===== src/rtl/valid_tag_pipe_pkg.sv =====
package valid_tag_pipe_pkg;

  // Strobes passed from the tag (control) side to the word (data) side.
  typedef struct packed {
    logic capture;   // entry stage takes dataIn on this edge
  } pipeStrobeT;

endpackage


===== src/rtl/valid_tag_ctrl.sv =====
module valid_tag_ctrl
  import valid_tag_pipe_pkg::*;
#(
  parameter int DEPTH     = 4,
  parameter bit FLUSH_ALL = 1'b1
) (
  input  logic       clk,
  input  logic       rst,
  input  logic       load,
  output pipeStrobeT strobe,
  output logic       tagOut
);

  logic tagChain [DEPTH];

  // The entry stage may take any word; only the tag decides whether it counts.
  assign strobe.capture = load;

  generate
    if (FLUSH_ALL) begin : g_clearAll
      // Every tag flop is reset: in-flight words are dropped on reset.
      always_ff @(posedge clk) begin
        if (rst) begin
          for (int i = 0; i < DEPTH; i++) tagChain[i] <= 1'b0;
        end else begin
          tagChain[0] <= load;
          for (int i = 1; i < DEPTH; i++) tagChain[i] <= tagChain[i-1];
        end
      end
    end else begin : g_clearEntry
      // Only the entry tag is reset; followers are plain delay flops,
      // kept in a separate process so reset stays off their enable.
      always_ff @(posedge clk) begin
        if (rst) tagChain[0] <= 1'b0;
        else     tagChain[0] <= load;
      end
      if (DEPTH > 1) begin : g_follow
        always_ff @(posedge clk) begin
          for (int i = 1; i < DEPTH; i++) tagChain[i] <= tagChain[i-1];
        end
      end
    end
  endgenerate

  assign tagOut = tagChain[DEPTH-1];

endmodule


===== src/rtl/valid_tag_data.sv =====
module valid_tag_data
  import valid_tag_pipe_pkg::*;
#(
  parameter int DEPTH = 4,
  parameter int WIDTH = 8
) (
  input  logic             clk,
  input  pipeStrobeT       strobe,
  input  logic [WIDTH-1:0] wordIn,
  output logic [WIDTH-1:0] wordOut
);

  logic [WIDTH-1:0] wordStage [DEPTH];

  // Entry stage: no reset, loads only on capture.
  always_ff @(posedge clk) begin
    if (strobe.capture) wordStage[0] <= wordIn;
  end

  // Follower stages: no reset, no enable; a pure shift.
  generate
    if (DEPTH > 1) begin : g_shift
      always_ff @(posedge clk) begin
        for (int i = 1; i < DEPTH; i++) wordStage[i] <= wordStage[i-1];
      end
    end
  endgenerate

  assign wordOut = wordStage[DEPTH-1];

endmodule


===== src/rtl/valid_tag_pipe.sv =====
module valid_tag_pipe
  import valid_tag_pipe_pkg::*;
#(
  parameter int DEPTH     = 4,
  parameter int WIDTH     = 8,
  parameter bit FLUSH_ALL = 1'b1
) (
  input  logic             clk,
  input  logic             rst,
  input  logic             load,
  input  logic [WIDTH-1:0] dataIn,
  output logic [WIDTH-1:0] dataOut,
  output logic             validOut
);

  pipeStrobeT strobe;

  valid_tag_ctrl #(
    .DEPTH     (DEPTH),
    .FLUSH_ALL (FLUSH_ALL)
  ) ctrl_i (
    .clk    (clk),
    .rst    (rst),
    .load   (load),
    .strobe (strobe),
    .tagOut (validOut)
  );

  valid_tag_data #(
    .DEPTH (DEPTH),
    .WIDTH (WIDTH)
  ) data_i (
    .clk     (clk),
    .strobe  (strobe),
    .wordIn  (dataIn),
    .wordOut (dataOut)
  );

endmodule


===== config.mk =====
export PLATFORM = sky130hd
export DESIGN_NAME = valid_tag_pipe
export DESIGN_NICKNAME = d
export VERILOG_FILES = /design/src/rtl/valid_tag_pipe_pkg.sv /design/src/rtl/valid_tag_ctrl.sv /design/src/rtl/valid_tag_data.sv /design/src/rtl/valid_tag_pipe.sv
export SDC_FILE = /design/constraint.sdc
export NUM_CORES = 1
export LEC_CHECK = 0
export BUFFER_PORTS_ARGS = -buffer_cell sky130_fd_sc_hd__buf_2
export CAP_MARGIN = 5
export CELL_PAD_IN_SITES_DETAIL_PLACEMENT = 1
export CELL_PAD_IN_SITES_GLOBAL_PLACEMENT = 2
export CORE_ASPECT_RATIO = 0.8
export CORE_MARGIN = 1
export CORE_UTILIZATION = 31
export DETAILED_ROUTE_END_ITERATION = 8
export PLACE_DENSITY_LB_ADDON = 0.25
export SKIP_CTS_REPAIR_TIMING = 1
export SLEW_MARGIN = 40
export SYNTH_ARGS = -nofsm -noshare
export SYNTH_HDL_FRONTEND = slang
export SYNTH_SLANG_ARGS = --single-unit

===== constraint.sdc =====
create_clock -name clk -period 0.8 [get_ports clk]
set_input_delay 0.12 -clock clk [delete_from_list [all_inputs] [get_ports clk]]
set_output_delay 0.12 -clock clk [all_outputs]
set_load 0.005 [all_outputs]

=== Word-level counts from Yosys, hierarchy flattened ===
Memories as Yosys holds them, arrays and structs flattened.
Index checks and enable logic that the tools add are counted.

* Multiplexer cells: 9
* Bitwise logic cells: 4

{| class="wikitable"
|+ Operators with widths
! kind !! count
|-
| two-way mux 1 bit || 9
|-
| OR 1 bit || 4
|}

* Input port bits: 11
* Bits in writable memories: 36
* Flip-flop bits (word level): 0
* Memories: 2
* Logic and storage cells: 15
* Output and inout bits: 9

{| class="wikitable"
|+ Memory list
! name !! depth !! width !! read ports !! clocked after memory_dff !! write ports !! line !! source
|-
| data_i.wordStage || 4 || 8 || 4 || 0 || 4 || valid_tag_data.sv:13 || <nowiki>logic [WIDTH-1:0] wordStage [DEPTH];</nowiki>
|-
| ctrl_i.tagChain || 4 || 1 || 4 || 0 || 4 || valid_tag_ctrl.sv:14 || <nowiki>logic tagChain [DEPTH];</nowiki>
|}

=== Longest topological paths before layout ===
* Depth after elaboration: 3
* Depth in mapped cells: 1
* Depth with buffers taken out: 1

=== By module ===
Synthesis repeated with hierarchy kept, for this count alone.

* Cell total of the unflattened synthesis: 41
* Area, all modules: 833.3 um^2

{| class="wikitable"
|+ By module, submodules not included
! module !! cells an instance !! sequential area each (um^2) !! area an instance (um^2) !! times used
|-
| valid_tag_data || 32 || 720.7 || 720.7 || 1
|-
| valid_tag_ctrl || 9 || 80.1 || 112.6 || 1
|}

=== Worst setup path before layout ===
No wires, ideal clock.

* Kind: reg2reg
* Start point: memory ctrl_i.tagChain[0]
* End point: memory ctrl_i.tagChain[1]
* Clock period less this slack: 0.490 ns
* Stages on the path, launching flop included: 2
* Slack: 0.310 ns
* Arrival: 0.376 ns
* Setup time: 0.114 ns
* Path buffers: 0
* Required time: 0.686 ns
* Cell sequence: dfxtp_1 nor2b_1

{| class="wikitable"
|+ RTL lines
! what !! line
|-
| start: declaration || valid_tag_ctrl.sv:14
|}

==> impl_metrics.env <==
export IMPL_yosysSeqAreaShare=0.970
export IMPL_violations="negative setup slack"
export IMPL_crit_path_max_fanout=1
export IMPL_fp_dieH_um=48.2
export IMPL_grt_pass1_wl_mm=1.14
export IMPL_finalWirelength_um=997
export IMPL_area_delta_synth_final_pct=36.5
export IMPL_finalHoldViolCount=0
export IMPL_crit_chain="buf_2"
export IMPL_ys_warn_count=0
export IMPL_stdcell_count=112
export IMPL_max_cap_viol_count=0
export IMPL_syn_avg_cell_area_um2=20.6
export IMPL_setup_worst_path_end_class="output pin"
export IMPL_fin_area_mm2=0.00113
export IMPL_ir_drop_mv=1.17
export IMPL_critPathKind="reg -> out"
export IMPL_ant_nets=0
export IMPL_io_buffers=19
export IMPL_num_nets_final=86
export IMPL_timing_final_crit_share=1.09
export IMPL_wl_per_cell_um=8.90
export IMPL_cts_tree="built"
export IMPL_placedInstanceArea_um2=966
export IMPL_vias=387
export IMPL_syn_area_um2=826
export IMPL_fin_crit_ps=868
export IMPL_gr_usage_met2=0.0933
export IMPL_initial_core_util=0.333
export IMPL_fin_ws_ps=-68.4
export IMPL_tightest_slew_ps=192
export IMPL_ys_async_sr_fraction=0
export IMPL_ys_top_cells_by_area="dfxtp_1 68%, edfxtp_1 29%, nor2b_1 3.0%"
export IMPL_clock_fmax_ghz=1.15
export IMPL_cts_buffers=5
export IMPL_critPathMaxStageDelay_ps=310
export IMPL_num_fill_cells=266
export IMPL_holdCritPathClass="in -> reg"
export IMPL_finalSetupViolCount=9
export IMPL_clock_path_buffers=2
export IMPL_dp_cells=95
export IMPL_diodes=0
export IMPL_status="finished, violations left"
export IMPL_vias_per_cell=3.46
export IMPL_grt_max_degree=12
export IMPL_synth_most_common_cell="dfxtp_1"
export IMPL_drt_pass1_iter_count=2
export IMPL_io_pins=20
export IMPL_htree_levels=2
export IMPL_gr_usage_all_layers=0.0680
export IMPL_yosysUniqueCellTypes=3
export IMPL_clk_pin_slew_worst_paths_ps=100
export IMPL_worstSetupStartpointType="flip-flop"
export IMPL_drtIter0Drc=5
export IMPL_relSlewSlack=0.872
export IMPL_slew_viol_final=0
export IMPL_synthCells=40
export IMPL_p_leak_uw=0.000477
export IMPL_grt_pass1_vias=258
export IMPL_drive_above_1_share=0.342
export IMPL_synth_edf_count=8
export IMPL_powerDensity_mw_per_mm2=2840
export IMPL_arrival_ps=750
export IMPL_synth_seq_cells=36
export IMPL_grt_ovfl_total=0
export IMPL_clkLatencyLatePin_ps=320
export IMPL_die_w_um=59.7
export IMPL_cp_top_family="flip-flops"
export IMPL_worstPathRequired_ps=680
export IMPL_synth_nets=51
export IMPL_antenna_found_initial=0
export IMPL_rsz0062_at_grt="yes"
export IMPL_crit_buf_inv=1
export IMPL_synth_common_cells="28 x dfxtp_1, 8 x edfxtp_1, 4 x nor2b_1"
export IMPL_critPathSlowestCell="dfxtp_1"
export IMPL_met3_usage=0.0716
export IMPL_synth_main_ff_cell="dfxtp_1"
export IMPL_fp_dieArea_mm2=0.00288
export IMPL_place_gp_congestion=0.583
export IMPL_synth_top_area_share=0.679
export IMPL_cts_root_buffer="clkbuf_4"
export IMPL_cts_sinks=36
export IMPL_skew_ps=3.82
export IMPL_design_core_area_mm2=0.00248
export IMPL_grt_busiest_layer="met2"
export IMPL_synth_top_area_cell="dfxtp_1"
export IMPL_met1_usage=0.0574
export IMPL_drc=0
export IMPL_rows=16
cells by family after synthesis:
group / Yosys count / synth area share
flops: 36 / 0.970
simple gates: 4 / 0.0303
layer usage:
layer | part of all wire | vias up
li1 | - | 200
met1 | 0.41 | 168
met2 | 0.47 | 17
met3 | 0.10 | 2
met4 | 0.014 | 0
met5 | 0 | -
through the flow:
| stage | TNS, ps | hold WS [ps] | total power (uW) | utilization | setup WS (ps) |
|---|---|---|---|---|---|
| finish | -570 | 146 | 3200 | 0.454 | -68.4 |
| detailed placement | 0 | 298 | 2140 | 0.389 | 164 |
| global placement | 0 | 300 | 2130 | 0.389 | 171 |
| floorplan | 0 | 192 | 2070 | - | 310 |
| CTS | -772 | -53.4 | 3210 | 0.418 | -90.7 |
| global route | -943 | 132 | 3330 | 0.454 | -118 |
layout make-up:
| class | instances | area (um2) | area share |
|---|---|---|---|
| sequential | 36 | 801 | 0.710 |
| timing repair buffer | 28 | 185 | 0.164 |
| clock buffer | 7 | 66.3 | 0.0588 |
| tap | 36 | 45.0 | 0.0400 |
| multi-input combinational | 4 | 25.0 | 0.0222 |
| clock inverter | 1 | 5.00 | 0.00444 |
sequential cells by signal, indices dropped and copies added, names as in the netlist:
signal,count
ctrl_i.tagChain,4
data_i.wordStage,32
layout by cell type (no fill, tap or decap):
cell / netlist / routed
buf_2: 0 / 19
clkbuf_1: 0 / 1
clkbuf_16: 0 / 1
clkbuf_4: 0 / 5
clkinv_2: 0 / 1
dfxtp_1: 28 / 28
dlygate4sd3_1: 0 / 9
edfxtp_1: 8 / 8
nor2b_1: 4 / 4
report_power, final:
group | total, uW | leakage [uW] | switching [uW] | internal, uW
registers | 2020 | 0.000314 | 25.5 | 1990
logic | 108 | 0.000123 | 38.2 | 69.9
clock network | 1080 | 0.0000404 | 546 | 530
total | 3200 | 0.000477 | 610 | 2590
worst paths after layout:
path | from | to | slack, ps | cells after the start
min | load | data_i.wordStage[0][4]$_DFFE_PP_ | 150 | 1
max reg2reg | ctrl_i.tagChain[0]$_SDFF_PP0_ | ctrl_i.tagChain[1]$_SDFF_PP0_ | 280 | 1
min reg2reg | data_i.wordStage[2][2]$_DFF_P_ | data_i.wordStage[3][2]$_DFF_P_ | 330 | 0
max | data_i.wordStage[3][1]$_DFF_P_ | dataOut[1] | -70 | 1
Note: power is estimated with default switching activity, not from simulation.
